<file path="src/rtl/blit_pkg.sv">
package blit_pkg;
    typedef enum logic [1:0] {
        OP_COPY = 2'd0,
        OP_OR   = 2'd1,
        OP_XOR  = 2'd2,
        OP_AND  = 2'd3
    } blit_op_e;

    typedef enum logic [1:0] {
        ST_IDLE,
        ST_SRC,
        ST_DST,
        ST_WR
    } blit_st_e;
endpackage

</file>
<file path="src/rtl/blit_fold.sv">
// Normalises a 0..31 shift request into a residual 0..15 shift and a source base.
module blit_fold #(
    parameter int ADDR_W = 16,
    parameter int SH_W   = 5,
    localparam int RES_W = SH_W - 1
) (
    input  logic [SH_W-1:0]   shift_req,
    input  logic [ADDR_W-1:0] src_in,
    output logic [RES_W-1:0]  res_shift,
    output logic [ADDR_W-1:0] src_base
);
    logic over;

    always_comb begin
        over      = shift_req[SH_W-1];
        res_shift = shift_req[RES_W-1:0];
        src_base  = over ? (src_in - ADDR_W'(1)) : src_in;
    end
endmodule

</file>
<file path="src/rtl/blit_merge.sv">
// Combines the aligned source word with the fetched destination word.
module blit_merge #(
    parameter int DW = 16
) (
    input  blit_pkg::blit_op_e op,
    input  logic [DW-1:0]      src,
    input  logic [DW-1:0]      dst,
    output logic [DW-1:0]      result
);
    import blit_pkg::*;

    always_comb begin
        unique case (op)
            OP_COPY: result = src;
            OP_OR:   result = src | dst;
            OP_XOR:  result = src ^ dst;
            OP_AND:  result = src & dst;
            default: result = src;
        endcase
    end
endmodule

</file>
<file path="src/rtl/blit_engine.sv">
module blit_engine #(
    parameter int DW     = 16,
    parameter int ADDR_W = 16,
    parameter int LEN_W  = 8,
    localparam int RES_W = $clog2(DW),
    localparam int SH_W  = RES_W + 1
) (
    input  logic              clk,
    input  logic              rst_n,
    input  logic              start,
    input  logic [ADDR_W-1:0] cfg_src,
    input  logic [ADDR_W-1:0] cfg_dst,
    input  logic [LEN_W-1:0]  cfg_width,
    input  logic [LEN_W-1:0]  cfg_height,
    input  logic [SH_W-1:0]   cfg_shift,
    input  logic [1:0]        cfg_op,
    input  logic [ADDR_W-1:0] cfg_src_pitch,
    input  logic [ADDR_W-1:0] cfg_dst_pitch,
    output logic              mem_req,
    output logic              mem_we,
    output logic [ADDR_W-1:0] mem_addr,
    output logic [DW-1:0]     mem_wdata,
    input  logic [DW-1:0]     mem_rdata,
    input  logic              mem_ready,
    output logic              busy,
    output logic              done
);
    import blit_pkg::*;

    typedef struct packed {
        blit_st_e          st;
        logic [LEN_W-1:0]  col;
        logic [LEN_W-1:0]  row;
        logic [LEN_W-1:0]  width;
        logic [LEN_W-1:0]  height;
        logic [ADDR_W-1:0] src_row;
        logic [ADDR_W-1:0] dst_row;
        logic [ADDR_W-1:0] src_pitch;
        logic [ADDR_W-1:0] dst_pitch;
        logic [DW-1:0]     prev;
        logic [DW-1:0]     dst_data;
        logic [2*DW-1:0]   sh;
        logic [RES_W-1:0]  cnt;
        logic [RES_W-1:0]  res;
        blit_op_e          op;
        logic              dst_got;
        logic              done;
    } state_t;

    state_t s_q, s_d;

    logic [RES_W-1:0]  fold_res;
    logic [ADDR_W-1:0] fold_src;
    logic [DW-1:0]     merged;
    logic              row_last_d;

    blit_fold #(.ADDR_W(ADDR_W), .SH_W(SH_W)) fold_i (
        .shift_req (cfg_shift),
        .src_in    (cfg_src),
        .res_shift (fold_res),
        .src_base  (fold_src)
    );

    blit_merge #(.DW(DW)) merge_i (
        .op     (s_q.op),
        .src    (s_q.sh[DW-1:0]),
        .dst    (s_q.dst_data),
        .result (merged)
    );

    always_comb begin
        s_d        = s_q;
        s_d.done   = 1'b0;
        mem_req    = 1'b0;
        mem_we     = 1'b0;
        mem_addr   = s_q.dst_row + ADDR_W'(s_q.col);
        row_last_d = (s_q.col == s_q.width - LEN_W'(1));
        unique case (s_q.st)
            ST_IDLE: begin
                if (start) begin
                    s_d.width     = cfg_width;
                    s_d.height    = cfg_height;
                    s_d.src_pitch = cfg_src_pitch;
                    s_d.dst_pitch = cfg_dst_pitch;
                    s_d.op        = blit_op_e'(cfg_op);
                    s_d.res       = fold_res;
                    s_d.src_row   = fold_src;
                    s_d.dst_row   = cfg_dst;
                    s_d.col       = '0;
                    s_d.row       = '0;
                    s_d.prev      = '0;
                    if (cfg_width == '0 || cfg_height == '0) begin
                        s_d.done = 1'b1;
                    end else begin
                        s_d.st = ST_SRC;
                    end
                end
            end
            ST_SRC: begin
                mem_req  = 1'b1;
                mem_addr = s_q.src_row + ADDR_W'(s_q.col);
                if (mem_ready) begin
                    s_d.sh      = {s_q.prev, mem_rdata};
                    s_d.prev    = mem_rdata;
                    s_d.cnt     = s_q.res;
                    s_d.dst_got = 1'b0;
                    s_d.st      = ST_DST;
                end
            end
            ST_DST: begin
                mem_req = !s_q.dst_got;
                if (!s_q.dst_got && mem_ready) begin
                    s_d.dst_data = mem_rdata;
                    s_d.dst_got  = 1'b1;
                end
                if (s_q.cnt != '0) begin
                    s_d.sh  = s_q.sh >> 1;
                    s_d.cnt = s_q.cnt - RES_W'(1);
                end
                if (s_d.dst_got && s_d.cnt == '0) begin
                    s_d.st = ST_WR;
                end
            end
            ST_WR: begin
                mem_req = 1'b1;
                mem_we  = 1'b1;
                if (mem_ready) begin
                    s_d.st = ST_SRC;
                    if (row_last_d) begin
                        s_d.col  = '0;
                        s_d.prev = '0;
                        if (s_q.row == s_q.height - LEN_W'(1)) begin
                            s_d.st   = ST_IDLE;
                            s_d.done = 1'b1;
                        end else begin
                            s_d.row     = s_q.row + LEN_W'(1);
                            s_d.src_row = s_q.src_row + s_q.src_pitch;
                            s_d.dst_row = s_q.dst_row + s_q.dst_pitch;
                        end
                    end else begin
                        s_d.col = s_q.col + LEN_W'(1);
                    end
                end
            end
            default: s_d.st = ST_IDLE;
        endcase
    end

    always_ff @(posedge clk) begin
        if (!rst_n) begin
            s_q <= '0;
        end else begin
            s_q <= s_d;
        end
    end

    assign mem_wdata = merged;
    assign busy      = (s_q.st != ST_IDLE);
    assign done      = s_q.done;
endmodule

</file>
<file path="config.mk">
export PLATFORM = sky130hd
export DESIGN_NAME = blit_engine
export DESIGN_NICKNAME = d
export VERILOG_FILES = /design/src/rtl/blit_pkg.sv /design/src/rtl/blit_fold.sv /design/src/rtl/blit_merge.sv /design/src/rtl/blit_engine.sv
export SDC_FILE = /design/constraint.sdc
export NUM_CORES = 1
export LEC_CHECK = 0
export ABC_AREA = 1
export BUFFER_PORTS_ARGS = -buffer_cell sky130_fd_sc_hd__buf_4
export CORE_MARGIN = 2
export CORE_UTILIZATION = 25
export CTS_BUF_LIST = sky130_fd_sc_hd__clkbuf_16
export DETAILED_ROUTE_END_ITERATION = 8
export SLEW_MARGIN = 20
export SYNTH_ARGS = -nofsm -noshare
export SYNTH_HDL_FRONTEND = slang
export SYNTH_SLANG_ARGS = --single-unit
</file>
<file path="constraint.sdc">
create_clock -name clk -period 3.4 [get_ports clk]
set_input_delay 0.17 -clock clk [delete_from_list [all_inputs] [get_ports clk]]
set_output_delay 0.17 -clock clk [all_outputs]
set_load 0.02 [all_outputs]
</file>
==> summary.md <==
The tools report the count of endpoints failing hold in the final timing report as 0. Yosys attributes the largest share of cell area to dfxtp_1, nand2_1, nor2_1. Cell with the largest stage delay on the worst path: fa_1.

The synthesized design contains 174 register bits. In this run the worst hold path is classified as input port to flop. 0 antenna diodes ended up in the layout.

Adding up every negative setup slack in the final design gives 0 ns. The average instance in the mapped netlist occupies 6.40 um^2. The final antenna-violating net count is 0. The critical path arrival is 3.02 ns, and the worst hold slack is 0.0144 ns. Setup repair after global routing left no endpoint under its margin. The number of max-cap violations was 0.

The number of cells on the worst reg-to-reg path is 15. Entering global routing, the biggest net connects 65 pins. The top cell types in the final layout, fill and taps aside, are nand2_1, nor2_1, inv_1.

In this run the biggest area consumer among cell types represents 30.7% of the synthesized area. The first routing iteration left 790 violations. For the total via count in the routed design, the log shows 11788. The most critical setup path has its startpoint at s_q[173]$_SDFFE_PN0P_. For this design the static power due to leakage is 6.54 nW.

The maximum clock frequency is 0.313 GHz. Headroom to the max-slew limit came out at 47.1%. The count of different cell masters after synthesis came out at 41. Cell type with the largest total area after synthesis: dfxtp_1. The logs give 2118 for the net count reported at finish and 78 for the standard-cell row count. Largest delay contributor family on the critical path: adder cells. The number of max-slew violations in the final report is 0.

The run gives 30.7% as the part of the Yosys area used for sequential elements. The tools report the end of the critical path as mem_addr[10]. The total congestion overflow after global routing was 0. The wire length reported by the detailed router is 36.1 mm. CTS root buffer: clkbuf_16.

For the count of TritonRoute iterations in the first routing pass, the log shows 5. The number of port buffers came out at 142. The required time reported for the critical path endpoint was 3.23 ns. The instance count of the mapped netlist was 1774; the first-pass GRT wire length was 57.8 mm. The number of setup buffers added after CTS is 0. In this run the worst path has a maximum fanout of 17.

From synthesis to final layout, the design area changed by 24.4%. The logs give 0.76 ns for the register-to-register setup slack and 0.0113 mm^2 for the synthesized area. The final critical-path share of the clock period works out to 93.9%. At the end of routability-driven placement, the weighted congestion stood at 0.922. Measured on the finished design, the core utilization comes to 31.3%. Detailed placement finished with a half-perimeter wire length of 26.8 mm. Counting every net in the synthesized netlist gives 1964. The kind of start point of the critical path is a flop.

The clock net sink count was 174; the average wire length per cell after detail routing was 14.2 um. The largest single stage delay on the critical path is 0.41 ns. Counting along the longest clock path gives a buffer depth of 2. For this run, design rule violations remaining after detail routing come to 0.

Cells with a size suffix above 1 make up 11.2% of the layout. For this configuration, the core starts out at a cell density of 25.2%. The number of buffers and inverters on the critical path is 3. The minimum period implied by the final worst setup slack came out at 3.19 ns. The run gives 0.363 mV as the worst IR drop on VDD.

The latest clock arrival within the worst-skew pair was 0.46 ns. The worst register-to-register path ends at s_q[132]$_SDFFE_PN0P_. The tools report the sort of element at the end of the critical path as an output pin. The H-tree was split into 4 levels. Power spread over the standard cell area amounts to 793 mW/mm^2. For this run, the number of Yosys warnings is 0. The startpoint identified for the worst hold timing path is cfg_shift[1]. The die is 217 um tall. Transition at the pin with the smallest max-transition slack: 0.792 ns. The via count of the first global-routing pass came out at 11064. The classification of the worst setup path was flop to output pin. TritonCTS built the clock tree.

Most common library cell in the layout ignoring fill and taps: nand2_1. The area of the placeable core came out at 0.0451 mm^2. For this run, the total global-route usage over all layers was measured as 15.3%.

For the initial antenna violation count, the log shows 0. The flow ran to the end, and the final reports show no timing, DRC or antenna violations. The overall die area was 0.0471 mm^2.

The tools report the total setup violations reported at the end of the flow as 0. In this run the critical register-to-register path is launched from s_q[148]$_SDFFE_PN0P_. During I/O placement, the number of pins put on the boundary was 143. Using the TritonRoute via totals, the vias-per-cell ratio works out to 4.64. The run gives 17 as the number of clock buffers inserted by TritonCTS. The post-CTS clock slew at the launch and capture registers of the worst setup and hold paths was 0.07 ns; the total number of cells along the worst setup path was 14. The number of filler instances in the final layout is 4926.

The signal on the critical path passes through inv_1 > ha_4 > nand2_1 > o21ai_0 > ha_1 > fa_1 > nand3_1 > nand2_1 > a21oi_2 > o21ai_1 > buf_4 > nand3_1 > xnor2_2 > buf_4. The die outline width works out to 217 um. The clock arrives with 0.0215 ns of skew.
-- layout make-up --
type	count	area, um^2	share of cell area [%]
Multi-Input combinational cell	1341	6890	48.8
Sequential cell	174	3480	24.7
Timing Repair Buffer	210	1690	12.0
Tap cell	600	751	5.32
Inverter	184	691	4.89
Clock buffer	17	425	3.01
Clock inverter	15	176	1.25
-- Yosys cell counts (all sizes together) --
master,number
nand2,472
nor2,280
inv,182
dfxtp,174
o21ai,159
a21oi,110
ha,80
nand3,69
clkbuf,52
a31oi,34
xor2,32
nand4,27
buf,23
xnor2,17
o2111ai,16
nor3,10
a21o,6
nand3b,5
a221oi,4
o21bai,4
fa,3
a22o,2
clkinv,2
o21a,2
o22ai,2
or2,2
a21boi,1
a32o,1
and3,1
o211ai,1
o31ai,1
-- worst min-delay path, stage by stage --
cell and delay, ns:
buf_4 0.09, o21ai_0 0.08, nor2_1 0.09
-- kinds of logic (layout without fill, tap and decap cells) --
group,after synthesis,after routing,share of synthesized area [%]
AOI/OAI and AO/OA,343,343,16.7
xor gates and xnor gates,49,49,3.78
adders and majority gates,83,83,9.35
buffers and inverters,259,426,8.91
DFF,174,174,30.7
and+or+nand+nor,866,866,30.6
-- per-stage QoR --
| stage | area, um^2 | total power [mW] | setup slack, ns | cells |
|---|---|---|---|---|
| 2_1_floorplan | 11300 | 7.36 | 0.174 | 1774 |
| 6_report | 14100 | 11.2 | 0.208 | 2541 |
| 3_3_place_gp | 13000 | 8.99 | 0.287 | 2462 |
| 5_1_grt | 14100 | 12.3 | 0.000991 | 2541 |
| 3_5_place_dp | 13000 | 9.12 | 0.246 | 2462 |
| 4_1_cts | 14100 | 11.3 | 0.0608 | 2541 |
-- repair_timing --
item                       in CTS  in global routing
hold endpoints to repair       47                  0
hold buffers                   47                  0
setup endpoints to repair       5                  7
gates resized for setup         5                  5
-- flip-flops by register name (all words and copies together), names as in the netlist --
name	count
s_q	173
done	1
-- worst min path at each step --
stage	endpoint	slack, ns	cells after the start
6_report	s_q[5]$_SDFFE_PN0P_	0.01	3
5_1_grt	s_q[5]$_SDFFE_PN0P_	0.005	3
4_1_cts	s_q[151]$_SDFFE_PN0P_	0.0005	3
3_5_place_dp	s_q[85]$_SDFFE_PN0P_	0.43	3
3_3_place_gp	s_q[83]$_SDFFE_PN0P_	0.42	3
2_1_floorplan	done$_SDFF_PN0_	0.31	2
-- where the power goes --
part | switching [mW] | total (mW) | internal, mW
clock network | 0.975 | 2.03 | 1.05
registers | 0.550 | 3.25 | 2.70
logic | 3.83 | 5.92 | 2.09
total | 5.36 | 11.2 | 5.84
-- layer usage --
metal  vias up  wire length (um)  GRT usage (%)
li1       6059                 -              -
met1      5397             17300           20.5
met2       293             16200           25.1
met3        39              1780           2.89
met4         0               797           4.61
met5         -                 0              0
Note: power is estimated with default switching activity, not from simulation.
